### src/rtl/alu_pkg.sv
package alu_pkg;
  localparam int BYTE_W = 8;
  localparam int NIB_W  = BYTE_W / 2;
  localparam int OP_W   = 5;

  typedef enum logic [OP_W-1:0] {
    OP_ADD  = 5'd0,
    OP_ADDC = 5'd1,
    OP_SUB  = 5'd2,
    OP_SUBB = 5'd3,
    OP_NEG  = 5'd4,
    OP_COM  = 5'd5,
    OP_AND  = 5'd6,
    OP_OR   = 5'd7,
    OP_XOR  = 5'd8,
    OP_RRN  = 5'd9,
    OP_RLN  = 5'd10,
    OP_RRC  = 5'd11,
    OP_RLC  = 5'd12,
    OP_SWAP = 5'd13,
    OP_DADJ = 5'd14,
    OP_MUL  = 5'd15,
    OP_CGT  = 5'd16,
    OP_CEQ  = 5'd17,
    OP_CLT  = 5'd18
  } alu_op_e;
endpackage

### src/rtl/ripple_adder.sv
module ripple_adder #(
  parameter int DW = 8
) (
  input  logic [DW-1:0] a,
  input  logic [DW-1:0] b,
  input  logic          cin,
  output logic [DW-1:0] sum,
  output logic          co,
  output logic          half_co,
  output logic          ov
);
  localparam int HALF = DW / 2;

  logic [DW:0] cy;
  assign cy[0] = cin;

  for (genvar i = 0; i < DW; i++) begin : g_bit
    assign sum[i]  = a[i] ^ b[i] ^ cy[i];
    assign cy[i+1] = (a[i] & b[i]) | (cy[i] & (a[i] ^ b[i]));
  end

  assign co      = cy[DW];
  assign half_co = cy[HALF];
  assign ov      = cy[DW] ^ cy[DW-1];

  always_comb begin
    // ripple chain matches integer addition
    a_r1_sum: assert ({co, sum} == ({1'b0, a} + {1'b0, b} + {{DW{1'b0}}, cin}))
      else $error("adder sum mismatch");
    // overflow by sign rule
    a_r2_ov_sign: assert (ov == ((a[DW-1] == b[DW-1]) && (sum[DW-1] != a[DW-1])))
      else $error("adder overflow mismatch");
  end
endmodule

### src/rtl/shift_add_mult.sv
module shift_add_mult #(
  parameter int DW = 8
) (
  input  logic [DW-1:0]   a,
  input  logic [DW-1:0]   b,
  output logic [2*DW-1:0] prod
);
  localparam int PW = 2 * DW;

  logic [PW-1:0] acc [DW+1];
  assign acc[0] = '0;

  for (genvar i = 0; i < DW; i++) begin : g_row
    logic [PW-1:0] part;
    assign part       = b[i] ? ({{DW{1'b0}}, a} << i) : '0;
    assign acc[i+1]   = acc[i] + part;
  end

  assign prod = acc[DW];

  always_comb begin
    // shift-add array equals unsigned product
    a_r9_product: assert (prod == ({{DW{1'b0}}, a} * {{DW{1'b0}}, b}))
      else $error("multiplier mismatch");
  end
endmodule

### src/rtl/bcd_adjust.sv
module bcd_adjust
  import alu_pkg::*;
(
  input  logic [BYTE_W-1:0] val,
  input  logic              dc_in,
  input  logic              c_in,
  output logic [BYTE_W-1:0] adj,
  output logic              co
);
  localparam logic [NIB_W-1:0] DIG_MAX = NIB_W'(9);
  localparam logic [BYTE_W:0]  LO_SIX  = (BYTE_W+1)'(6);
  localparam logic [BYTE_W:0]  HI_SIX  = (BYTE_W+1)'(6) << NIB_W;

  logic            lo_fix, hi_fix;
  logic [BYTE_W:0] stage1, stage2;

  always_comb begin
    lo_fix = (val[NIB_W-1:0] > DIG_MAX) || dc_in;
    stage1 = {1'b0, val} + (lo_fix ? LO_SIX : '0);
    hi_fix = (stage1[BYTE_W-1:NIB_W] > DIG_MAX) || c_in || stage1[BYTE_W];
    stage2 = {1'b0, stage1[BYTE_W-1:0]} + (hi_fix ? HI_SIX : '0);
  end

  assign adj = stage2[BYTE_W-1:0];
  assign co  = stage1[BYTE_W] | stage2[BYTE_W];

  always_comb begin
    // valid BCD with no incoming flags passes unchanged
    if ((val[NIB_W-1:0] <= DIG_MAX) && (val[BYTE_W-1:NIB_W] <= DIG_MAX) && !dc_in && !c_in)
      a_r8_bcd_identity: assert ((adj == val) && !co)
        else $error("decimal adjust altered valid BCD");
  end
endmodule

### src/rtl/byte_alu.sv
module byte_alu
  import alu_pkg::*;
(
  input  logic [4:0] op,
  input  logic [7:0] w_opd,
  input  logic [7:0] f_opd,
  input  logic       c_in,
  input  logic       dc_in,
  input  logic       ov_in,
  output logic [7:0] result,
  output logic [7:0] prod_hi,
  output logic [7:0] prod_lo,
  output logic       cmp_hit,
  output logic       c_out,
  output logic       dc_out,
  output logic       z_out,
  output logic       ov_out,
  output logic       n_out
);
  localparam int MSB = BYTE_W - 1;

  alu_op_e op_e;
  assign op_e = alu_op_e'(op);

  // adder operand selection
  logic [BYTE_W-1:0] add_a, add_b, add_sum;
  logic              add_ci, add_co, add_dc, add_ov, is_arith;

  always_comb begin
    add_a    = f_opd;
    add_b    = w_opd;
    add_ci   = 1'b0;
    is_arith = 1'b1;
    unique case (op_e)
      OP_ADD:  ;
      OP_ADDC: add_ci = c_in;
      OP_SUB:  begin add_b = ~w_opd; add_ci = 1'b1; end
      OP_SUBB: begin add_b = ~w_opd; add_ci = c_in; end
      OP_NEG:  begin add_a = '0; add_b = ~f_opd; add_ci = 1'b1; end
      default: is_arith = 1'b0;
    endcase
  end

  ripple_adder #(.DW(BYTE_W)) u_add (
    .a(add_a), .b(add_b), .cin(add_ci),
    .sum(add_sum), .co(add_co), .half_co(add_dc), .ov(add_ov)
  );

  logic [2*BYTE_W-1:0] mul_p;
  shift_add_mult #(.DW(BYTE_W)) u_mul (.a(w_opd), .b(f_opd), .prod(mul_p));

  logic [BYTE_W-1:0] dadj_v;
  logic              dadj_co;
  bcd_adjust u_dadj (.val(w_opd), .dc_in(dc_in), .c_in(c_in), .adj(dadj_v), .co(dadj_co));

  // result and flag selection
  always_comb begin
    result  = f_opd;
    c_out   = c_in;
    dc_out  = dc_in;
    ov_out  = ov_in;
    cmp_hit = 1'b0;
    prod_hi = '0;
    prod_lo = '0;
    if (is_arith) begin
      result = add_sum;
      c_out  = add_co;
      dc_out = add_dc;
      ov_out = add_ov;
    end
    unique case (op_e)
      OP_COM:  result = ~f_opd;
      OP_AND:  result = f_opd & w_opd;
      OP_OR:   result = f_opd | w_opd;
      OP_XOR:  result = f_opd ^ w_opd;
      OP_RRN:  result = {f_opd[0], f_opd[MSB:1]};
      OP_RLN:  result = {f_opd[MSB-1:0], f_opd[MSB]};
      OP_RRC:  begin result = {c_in, f_opd[MSB:1]}; c_out = f_opd[0]; end
      OP_RLC:  begin result = {f_opd[MSB-1:0], c_in}; c_out = f_opd[MSB]; end
      OP_SWAP: result = {f_opd[NIB_W-1:0], f_opd[MSB:NIB_W]};
      OP_DADJ: begin result = dadj_v; c_out = c_in | dadj_co; end
      OP_MUL:  begin
        prod_hi = mul_p[2*BYTE_W-1:BYTE_W];
        prod_lo = mul_p[BYTE_W-1:0];
        result  = mul_p[BYTE_W-1:0];
      end
      OP_CGT:  cmp_hit = (f_opd > w_opd);
      OP_CEQ:  cmp_hit = (f_opd == w_opd);
      OP_CLT:  cmp_hit = (f_opd < w_opd);
      default: ;
    endcase
    z_out = ~|result;
    n_out = result[MSB];
  end

  logic flag_hold_op;
  assign flag_hold_op = (op_e == OP_COM) || (op_e == OP_AND) || (op_e == OP_OR) ||
                        (op_e == OP_XOR) || (op_e == OP_RRN) || (op_e == OP_RLN) ||
                        (op_e == OP_SWAP) || (op_e == OP_MUL);

  always_comb begin
    // logic-class operations leave C, DC, OV untouched
    if (flag_hold_op)
      a_r5_flags_held: assert ((c_out == c_in) && (dc_out == dc_in) && (ov_out == ov_in))
        else $error("flag changed by logic operation");
    // compare outcome only on compare codes
    if (op > 5'd18 || op < 5'd16)
      a_r10_cmp_quiet: assert (!cmp_hit) else $error("compare hit outside compare op");
    // product bytes stay zero except on multiply
    if (op != 5'd15)
      a_r9_prod_quiet: assert ((prod_hi == '0) && (prod_lo == '0))
        else $error("product driven outside multiply");
    // through-carry rotates keep all nine bits
    if (op == 5'd11 || op == 5'd12)
      a_r6_ninebit: assert ($countones({c_out, result}) == $countones({c_in, f_opd}))
        else $error("rotate through carry lost a bit");
  end
endmodule

### config.mk
export PLATFORM = sky130hd
export DESIGN_NAME = byte_alu
export DESIGN_NICKNAME = d
export VERILOG_FILES = /design/src/rtl/alu_pkg.sv /design/src/rtl/ripple_adder.sv /design/src/rtl/shift_add_mult.sv /design/src/rtl/bcd_adjust.sv /design/src/rtl/byte_alu.sv
export SDC_FILE = /design/constraint.sdc
export NUM_CORES = 1
export LEC_CHECK = 0
export CORE_AREA = 2 2 89 91
export DETAILED_ROUTE_END_ITERATION = 10
export DIE_AREA = 0 0 91 93
export MAX_ROUTING_LAYER = met4
export PLACE_DENSITY_LB_ADDON = 0.15
export SETUP_SLACK_MARGIN = 0.3
export SYNTH_ARGS = -nofsm -noshare
export SYNTH_HDL_FRONTEND = slang
export SYNTH_HIERARCHICAL = 1
export SYNTH_SLANG_ARGS = --single-unit
export TNS_END_PERCENT = 10
### constraint.sdc
create_clock -name vclk -period 25.9
set_input_delay 6.475 -clock vclk [all_inputs]
set_output_delay 6.475 -clock vclk [all_outputs]
set_load 0.02 [all_outputs]
# Yosys cells after proc, flatten, opt, wreduce, memory -nomap -nowiden

Cells that the tools add are included.

Register bits after elaboration: 0
Input port bits: 24
Output and inout bits: 30
Word-level logic and storage cells: 113

Add/subtract/negate cells: 9
Order comparisons: 4
Eq/ne operators: 19
Mux-type cells: 23
Bitwise operators: 48
Reductions and logical operators: 10

Operators with widths:

| kind                                                            | number |
|---|---|
| 16-bit adder                                                    | 6 |
| 8-bit case mux with 11 select lines                             | 1 |
| 5-bit by 4-bit == test with 1-bit output, second input constant | 8 |
| 8-bit 2-to-1 mux                                                | 5 |
| 5-bit by 3-bit == test with 1-bit output, second input constant | 4 |
| 8-bit by 9-bit adder with 9-bit output                          | 2 |
| 1-bit bitwise XOR                                               | 17 |
| 16-bit by 15-bit adder with 16-bit output                       | 1 |
| 1-bit AND                                                       | 16 |
| 8-bit inverter                                                  | 2 |
| 8-bit case mux with 2 select lines                              | 1 |
| 5-bit == test, second input constant                            | 3 |
| 15-bit 2-to-1 mux                                               | 1 |
| 14-bit 2-to-1 mux                                               | 1 |
| 13-bit 2-to-1 mux                                               | 1 |
| 12-bit 2-to-1 mux                                               | 1 |
| 11-bit 2-to-1 mux                                               | 1 |
| 5-bit by 2-bit == test with 1-bit output, second input constant | 2 |
| 10-bit 2-to-1 mux                                               | 1 |
| 1-bit bitwise OR                                                | 10 |
| 9-bit 2-to-1 mux                                                | 1 |
| 8-bit AND                                                       | 1 |
| 8-bit == test                                                   | 1 |
| 4-bit greater-than comparator, second input constant            | 2 |
| 16 further kinds                                                | 24 |

# Longest topological paths before layout

Gate-level depths: netlist of run 1.

Word-level depth: 23
Gate-level depth with buffers: 25
Depth with buffers taken out: 23

# Hierarchy

The synthesis of run 1 kept the hierarchy.

Modules (own cells, without submodules):

| module         | instances | cells each | area an instance (um2) | seq. area each (um2) |
|---|---|---|---|---|
| shift_add_mult | 1         | 232        | 1991.9                 | 0.0 |
| byte_alu       | 1         | 296        | 1935.6                 | 0.0 |
| bcd_adjust     | 1         | 66         | 466.7                  | 0.0 |
| ripple_adder   | 1         | 28         | 240.2                  | 0.0 |

# Worst setup path after synthesis of run 1

No wires, ideal clock.

Kind: in2out
From: in w_opd[4]
To: out prod_hi[5]
Data arrival time: 12.023 ns
Required time: 19.425 ns
Slack: 7.402 ns
Stages on the path: 21
Buffers on the path: 0
Path through: and2_1 > fa_1 > inv_1 > fa_1 > inv_1 > ha_1 > a211oi_1 > nor3_1 > mux2i_1 > a2111o_1 > fa_1 > fa_1 > inv_1 > fa_1 > inv_1 > ha_1 > o21a_1 > o31a_1 > or4b_1 > nand3_1 > and2_1

Word-level cells in the longest chain between the ends: 9
Elaborated cells on any way between the ends: 16
Those cells by class: add/sub (7); mux (9)

Ends and longest elaborated chain:

| element                                              | line                 | source |
|---|---|---|
| from (decl)                                          | byte_alu.sv:5        | `input logic [7:0] w_opd,` |
| 8-bit 2-to-1 mux or 9-bit 2-to-1 mux (tied branches) | shift_add_mult.sv:15 | `assign part = b[i] ? ({{DW{1'b0}}, a} << i) : '0;` |
| 16-bit adder (6 in a row)                            | shift_add_mult.sv:16 | `assign acc[i+1] = acc[i] + part;` |
| 16-bit by 15-bit adder with 16-bit output (*)        | shift_add_mult.sv:16 |  |
| via mul_p[13]                                        | byte_alu.sv:49       | `logic [2*BYTE_W-1:0] mul_p;` |
| 8-bit 2-to-1 mux (*)                                 | byte_alu.sv:71       | `unique case (op_e)` |
| to (decl)                                            | byte_alu.sv:11       | `output logic [7:0] prod_hi,` |

Mark *: on every way through the listed nets, which the timed path passes. The rest lies on a longest branch.

# Worst setup path after layout of run 1

From: in w_opd[3]
To: out prod_hi[5]

The elaborated chain is that of the path after synthesis.

==> metrics, run 1 <==
Core Area 7530 um^2; synthesized net count 747; CP Class in2out; # rows 32; Synth-to-Final Area Change 11.8%; Placement Cell Area 5180 um^2; part of the Yosys area used for sequential elements 0%; final critical-path required period 20250 ps; antenna violations before repair 0; Detail Placement HPWL 10700 um; worst setup path startpoint w_opd[3]; via count of the first global-routing pass 4476; Yosys top cell by area sky130_fd_sc_hd__fa_1; smallest setup slack after layout 5650 ps; wire length of the first global-routing pass 22700 um; most common cell after layout, fill and taps aside sky130_fd_sc_hd__inv_1; sort of element at the start of the critical path input port; post-layout total power 0.212 mW; fraction of synthesized cell area taken by the top area cell type 18.6%; post-cts sizing count 0; grt total ovfl 0; count of antenna-violating nets left after detailed routing 0; Worst Max-Slew Pin Slew 870 ps; FF+latch area 0 um^2; hold slack final 14140 ps; DRT Wirelength 13900 um; Peak VDD IR 0.0000391 V; Period Utilization, post-route 78.2%; detailed-route vias per instance 6.19; buffer count from post-CTS setup fixing 0; Hold Path Class in2out; cells along the critical path clkdlybuf4s50_1 -> and2_1 -> fa_1 -> fa_1 -> ha_1 -> fa_1 -> a211oi_1 -> o31ai_1 -> o31ai_1 -> xnor2_1 -> fa_1 -> fa_1 -> inv_1 -> fa_1 -> inv_1 -> ha_1 -> o21a_1 -> o31a_1 -> or4b_1 -> nand3_1 -> and2_1 -> clkdlybuf4s50_1; Mapped Avg Cell Area 7.45 um^2; buffers added on ports 54; CP arrival 13770 ps; proportion of layout cells with a drive suffix above 1 3.97%; FMAX 49.4 MHz; first drt pass iteration count 5; element type at the critical path end output pin; die area 8460 um^2; vias 4688; Layout clock buffers 0; cell with the largest stage delay on the worst path sky130_fd_sc_hd__clkdlybuf4s50_1; Final Max Tran Viols 0; hold_buf cts 0; Worst path max stage delay 780 ps; largest net degree at the start of global routing 36; maximum fanout along the worst path 19; Post-route DRC 0; relative slew slack 41.8%; hold_sp ov_in; run status completed; Initial Util 61.6%; number of top-level pins 54; total placed cells including tap cells 757; Final #Nets 782; chip width 91 um; setup repair after global routing missed its margin false; final instance area 5180 um^2; chip height 93 um; number of cells in the finished layout apart from fillers 757; critical path's top delay family adder cells; Finish-stage setup viols 0; aggregate negative setup slack 0 ps; most frequent cells in the layout 85 x sky130_fd_sc_hd__inv_1, 64 x sky130_fd_sc_hd__and2_1, 58 x sky130_fd_sc_hd__ha_1, 54 x sky130_fd_sc_hd__clkdlybuf4s50_1, 49 x sky130_fd_sc_hd__nand2_1; diode insertion count for antenna repair 0; leak pwr 2.44 nW; Layout Utilization 68.8%; # Max-Cap Violations 0; CP Data Required Time 19420 ps; power per cell area 41.0 nW/um^2; routed length per instance 18.4 um; Final GP Congestion 1.02; post-synthesis instance area 4630 um^2; Setup WS pre-CTS 5700 ps; Most common cell on crit path sky130_fd_sc_hd__fa_1; Buffers & Inverters on Critical Path 4; FF+latch count 0; DRC violation total after the first TritonRoute iteration 450; count of unique library cells instantiated by Yosys 77; leading post-synthesis cells by cell area sky130_fd_sc_hd__fa_1 19%, sky130_fd_sc_hd__ha_1 16%, sky130_fd_sc_hd__and2_1 8.6%, sky130_fd_sc_hd__inv_1 6.9%, sky130_fd_sc_hd__a21oi_1 4.5%; final hold violation count 0; Global Route Usage Sum 33.6%; number of warnings issued by yosys 6; number of standard cells after synthesis 622
==> final cells by class <==
cell class / instances / area [um^2]
fillers: 724 / 2340
inverters: 85 / 319
repair buffers: 60 / 586
well taps: 102 / 128
multi-input cells: 510 / 4150
==> power by group <==
| group | internal [mW] | leakage (nW) | total, mW | switching, mW |
|---|---|---|---|---|
| Combinational | 0.0928 | 2.44 | 0.212 | 0.120 |
| Clock | 0 | 0 | 0 | 0 |
| Sequential | 0 | 0 | 0 | 0 |
==> synthesized netlist by cell type, types with 3 or more instances <==
library cell               number
sky130_fd_sc_hd__nand2b_1       7
sky130_fd_sc_hd__mux2_2         6
sky130_fd_sc_hd__o211ai_1       3
sky130_fd_sc_hd__nand2_1       49
sky130_fd_sc_hd__o22ai_1        3
sky130_fd_sc_hd__a21oi_1       42
sky130_fd_sc_hd__buf_6          3
sky130_fd_sc_hd__mux2i_1       14
sky130_fd_sc_hd__o21bai_1       5
sky130_fd_sc_hd__nand3_1        9
sky130_fd_sc_hd__inv_1         85
sky130_fd_sc_hd__clkbuf_1       5
sky130_fd_sc_hd__nor3_1         9
sky130_fd_sc_hd__o21a_1         4
sky130_fd_sc_hd__xnor2_1       13
sky130_fd_sc_hd__a211oi_1      10
sky130_fd_sc_hd__buf_2         12
sky130_fd_sc_hd__buf_4          7
sky130_fd_sc_hd__a21o_1         3
sky130_fd_sc_hd__a31oi_1       10
sky130_fd_sc_hd__a32oi_1        5
sky130_fd_sc_hd__o21ai_0       26
sky130_fd_sc_hd__ha_1          58
sky130_fd_sc_hd__and2_1        64
sky130_fd_sc_hd__nor2_1        43
sky130_fd_sc_hd__nand4_1        4
sky130_fd_sc_hd__nor4_1        10
sky130_fd_sc_hd__xor2_1         3
sky130_fd_sc_hd__nor2b_1        7
sky130_fd_sc_hd__fa_1          43
==> per-layer routing <==
layer  global-route usage (%)  vias to the layer above  wire (um)
li1                         -                     2217          -
met1                     46.5                     2211       6200
met2                     55.1                      232       6440
met3                     2.58                       28       1020
met4                     6.31                        0        291
met5                        -                        -          0
==> cell families after synthesis <==
group                      Yosys count  share of synthesized area [%]
xor gates and xnor gates            16                           3.02
buffers and inverters              112                           10.4
AOI/OAI and AO/OA                  144                           20.5
and+or+nand+nor                    229                           27.3
muxes                               20                           4.48
adders and majority gates          101                           34.2
==> final timing paths <==
kind,cells past startpoint,slack [ps],endpoint
worst max-delay path,22,5650,prod_hi[5]
worst min-delay path,3,14140,ov_out
Note: power is estimated with default switching activity, not from simulation.
==> inputs of run 2 (changes only) <==
CORE_AREA = 2 2 91 93   (was 2 2 89 91)
DIE_AREA = 0 0 93 95   (was 0 0 91 93)
clock period = 20.3 ns   (was 25.9 ns; I/O delays follow)
==> metrics, run 2 (same netlist as run 1, synthesis figures left out) <==
chip height 95 um; # rows 33; final hold violation count 0; Final GP Congestion 0.983; Most common cell on crit path sky130_fd_sc_hd__fa_1; post-cts sizing count 0; power per cell area 52.0 nW/um^2; Peak VDD IR 0.0000495 V; met2 track demand over resource in global routing 53.4%; setup repair after global routing missed its margin false; met3 demand-to-capacity share in global routing 2.31%; grt total ovfl 0; Finish-stage setup viols 0; Worst Max-Slew Pin Slew 875 ps; Final #Nets 783; Final Max Tran Viols 0; wire length of the first global-routing pass 22900 um; cell with the largest stage delay on the worst path sky130_fd_sc_hd__clkdlybuf4s50_1; grt met1 use 45.2%; antenna violations before repair 0; Detail Placement HPWL 10500 um; number of top-level pins 54; via count of the first global-routing pass 4497; Layout clock buffers 0; maximum fanout along the worst path 19; hold_buf cts 0; FMAX 56.9 MHz; most frequent cells in the layout 85 x sky130_fd_sc_hd__inv_1, 64 x sky130_fd_sc_hd__and2_1, 58 x sky130_fd_sc_hd__ha_1, 54 x sky130_fd_sc_hd__clkdlybuf4s50_1, 49 x sky130_fd_sc_hd__nand2_1; first drt pass iteration count 5; vias 4728; run status completed; layer with the highest usage met2; routed length per instance 18.2 um; Global Route Usage Sum 33.0%; CP Class in2out; Initial Util 58.5%; relative slew slack 41.5%; sort of element at the start of the critical path input port; die area 8840 um^2; count of antenna-violating nets left after detailed routing 0; DRT Wirelength 13800 um; proportion of layout cells with a drive suffix above 1 4.12%; final critical-path required period 17560 ps; cells along the critical path clkdlybuf4s50_1 -> and2_1 -> fa_1 -> fa_1 -> ha_1 -> fa_1 -> a211oi_1 -> o31ai_1 -> o31ai_1 -> xnor2_1 -> fa_1 -> fa_1 -> inv_1 -> fa_1 -> inv_1 -> ha_1 -> o21a_1 -> o31a_1 -> or4b_1 -> nand3_1 -> and2_1 -> clkdlybuf4s50_1; DRC violation total after the first TritonRoute iteration 404; post-layout total power 0.270 mW; chip width 93 um; leak pwr 2.45 nW; Buffers & Inverters on Critical Path 4; hold slack final 11330 ps; buffers added on ports 54; FF+latch count 0; most common cell after layout, fill and taps aside sky130_fd_sc_hd__inv_1; # Max-Cap Violations 0; aggregate negative setup slack 0 ps; Worst path max stage delay 800 ps; diode insertion count for antenna repair 0; buffer count from post-CTS setup fixing 0; Hold Path Class in2out; largest net degree at the start of global routing 36; Core Area 7930 um^2; FF+latch area 0 um^2; Period Utilization, post-route 86.5%; critical path's top delay family adder cells; CP Data Required Time 15230 ps; Post-route DRC 0; Synth-to-Final Area Change 12.1%; element type at the critical path end output pin; detailed-route vias per instance 6.21; CP arrival 12490 ps
run 2: cell count changes in the layout (fill, tap and decap cells not counted):
cell                    before  now
sky130_fd_sc_hd__buf_4       6    7
run 2: power breakdown:
part | leakage (nW) | internal [mW] | total [mW] | switching, mW
Clock | 0 | 0 | 0 | 0
Sequential | 0 | 0 | 0 | 0
Combinational | 2.45 | 0.118 | 0.270 | 0.152
Total | 2.45 | 0.118 | 0.270 | 0.152
run 2: routing by layer:
layer	routed length, um	vias to the layer above	part of all wire (%)
li1	-	2203	-
met2	6350	212	46
met1	6090	2280	44
met3	1050	33	7.6
met5	0	-	0
met4	350	0	2.5
run 2: final cells by class:
class	count	area (um^2)
multi-input combinational	510	4150
timing repair buffer	61	593
inverter	85	319
fill	750	2730
tap	105	131
run 2: worst paths after layout:
check	start	to	slack (ps)	cells past startpoint
max	w_opd[3]	prod_hi[5]	2740	22
min	ov_in	ov_out	11330	3
run 2: metrics by stage:
step	util (%)	setup slack, ps	instances	cell area [um^2]
after global placement	65.5	2940	761	5190
final	65.5	2740	761	5190
after CTS	65.5	2800	761	5190
after global routing	65.5	2370	761	5190
after detailed placement	65.5	2830	761	5190
after floorplan	-	4600	622	4630
==> inputs of run 3 (changes only) <==
CELL_PAD_IN_SITES_DETAIL_PLACEMENT = 0   (was not set)
CELL_PAD_IN_SITES_GLOBAL_PLACEMENT = 1   (was not set)
CORE_AREA = 2 2 106 108   (was 2 2 91 93)
DIE_AREA = 0 0 108 110   (was 0 0 93 95)
PLACE_DENSITY = 0.94   (was not set)
PLACE_DENSITY_LB_ADDON = not set   (was 0.15)
==> metrics, run 3 (same netlist as run 1, synthesis figures left out) <==
cell with the largest stage delay on the worst path sky130_fd_sc_hd__clkdlybuf4s50_1; Finish-stage setup viols 0; hold_buf cts 0; smallest setup slack after layout 2760 ps; Endpoint, Worst Hold ov_out; CP Class in2out; vias 4664; grt total ovfl 0; Core Area 10700 um^2; CP Data Required Time 15230 ps; Detail Placement HPWL 10500 um; final instance area 5260 um^2; most common cell after layout, fill and taps aside sky130_fd_sc_hd__inv_1; Global Route Usage Sum 23.9%; total placed cells including tap cells 799; hold slack final 11320 ps; relative slew slack 33.7%; Placement Cell Area 5260 um^2; Period Utilization, post-route 86.4%; # rows 38; Setup WS pre-CTS 2780 ps; Buffers & Inverters on Critical Path 6; diode insertion count for antenna repair 0; Final #Nets 786; first drt pass iteration count 5; # Max-Cap Violations 0; element type at the critical path end output pin; wire length of the first global-routing pass 22400 um; chip height 110 um; count of antenna-violating nets left after detailed routing 0; number of top-level pins 54; number of cells in the finished layout apart from fillers 799; FF+latch area 0 um^2; final critical-path required period 17540 ps; Final Max Tran Viols 0; Initial Util 43.3%; hold_sp ov_in; post-cts sizing count 0; Hold Path Class in2out; chip width 108 um; buffer count from post-CTS setup fixing 0; antenna violations before repair 0; maximum fanout along the worst path 27; Synth-to-Final Area Change 13.5%; Layout clock buffers 0; post-layout total power 0.266 mW; largest net degree at the start of global routing 36; DRC violation total after the first TritonRoute iteration 441; setup repair after global routing missed its margin false; detailed-route vias per instance 5.84; Layout Utilization 49.2%; final hold violation count 0; CP arrival 12470 ps; run status completed; sort of element at the start of the critical path input port; power per cell area 50.5 nW/um^2; buffers added on ports 54; Most common cell on crit path sky130_fd_sc_hd__fa_1; via count of the first global-routing pass 4439; Worst Max-Slew Pin Slew 991 ps; leak pwr 2.46 nW; cells along the critical path clkdlybuf4s50_1 -> and2_1 -> fa_1 -> inv_1 -> fa_1 -> inv_1 -> ha_1 -> o21ai_0 -> nor3_1 -> mux2i_1 -> a2111o_1 -> fa_1 -> fa_1 -> inv_1 -> fa_1 -> inv_1 -> ha_1 -> o21a_1 -> o31a_1 -> or4b_1 -> nand3_1 -> and2_1 -> clkdlybuf4s50_1; proportion of layout cells with a drive suffix above 1 4.55%; Post-route DRC 0; most frequent cells in the layout 85 x sky130_fd_sc_hd__inv_1, 64 x sky130_fd_sc_hd__and2_1, 58 x sky130_fd_sc_hd__ha_1, 54 x sky130_fd_sc_hd__clkdlybuf4s50_1, 49 x sky130_fd_sc_hd__nand2_1; FF+latch count 0; FMAX 57.0 MHz; aggregate negative setup slack 0 ps; Final GP Congestion 1.04; count of cells along the worst hold path 3; routed length per instance 17.2 um; Peak VDD IR 0.0000494 V; Worst path max stage delay 840 ps; die area 11900 um^2; DRT Wirelength 13700 um; number of fillers in the final layout 1073; critical path's top delay family adder cells
run 3: cell count changes in the layout (fill, tap and decap cells not counted), sizes merged:
cell / before / now
buf: 7 / 10
run 3: worst max path at each step:
stage                   from         end  depth (start not counted)
floorplan           w_opd[4]  prod_hi[5]                         21
global placement    w_opd[6]  prod_hi[5]                         23
detailed placement  w_opd[6]  prod_hi[5]                         23
CTS                 w_opd[6]  prod_hi[5]                         23
global route        w_opd[6]  prod_hi[5]                         23
finish              w_opd[6]  prod_hi[5]                         23
run 3: power breakdown:
group	switching [mW]	internal (mW)	total (mW)
Sequential	0	0	0
Combinational	0.148	0.118	0.266
Clock	0	0	0
Total	0.148	0.118	0.266
run 3: cell type report:
class | count | area (um^2) | area share (%)
Multi-Input combinational cell | 510 | 4150 | 78.9
Timing Repair Buffer | 64 | 616 | 11.7
Tap cell | 140 | 175 | 3.33
Inverter | 85 | 319 | 6.07
run 3: worst min-delay path: stages:
cell	delay, ps
sky130_fd_sc_hd__clkdlybuf4s50_1	450
sky130_fd_sc_hd__mux2_2	130
sky130_fd_sc_hd__clkdlybuf4s50_1	590
run 3: layer usage:
metal  GRT usage (%)  routed length [um]  up-vias
li1                -                   -     2220
met1            33.6                6240     2255
met2            37.7                6270      173
met3            2.65                 982       16
met4            4.40                 212        0
met5               -                   0        -
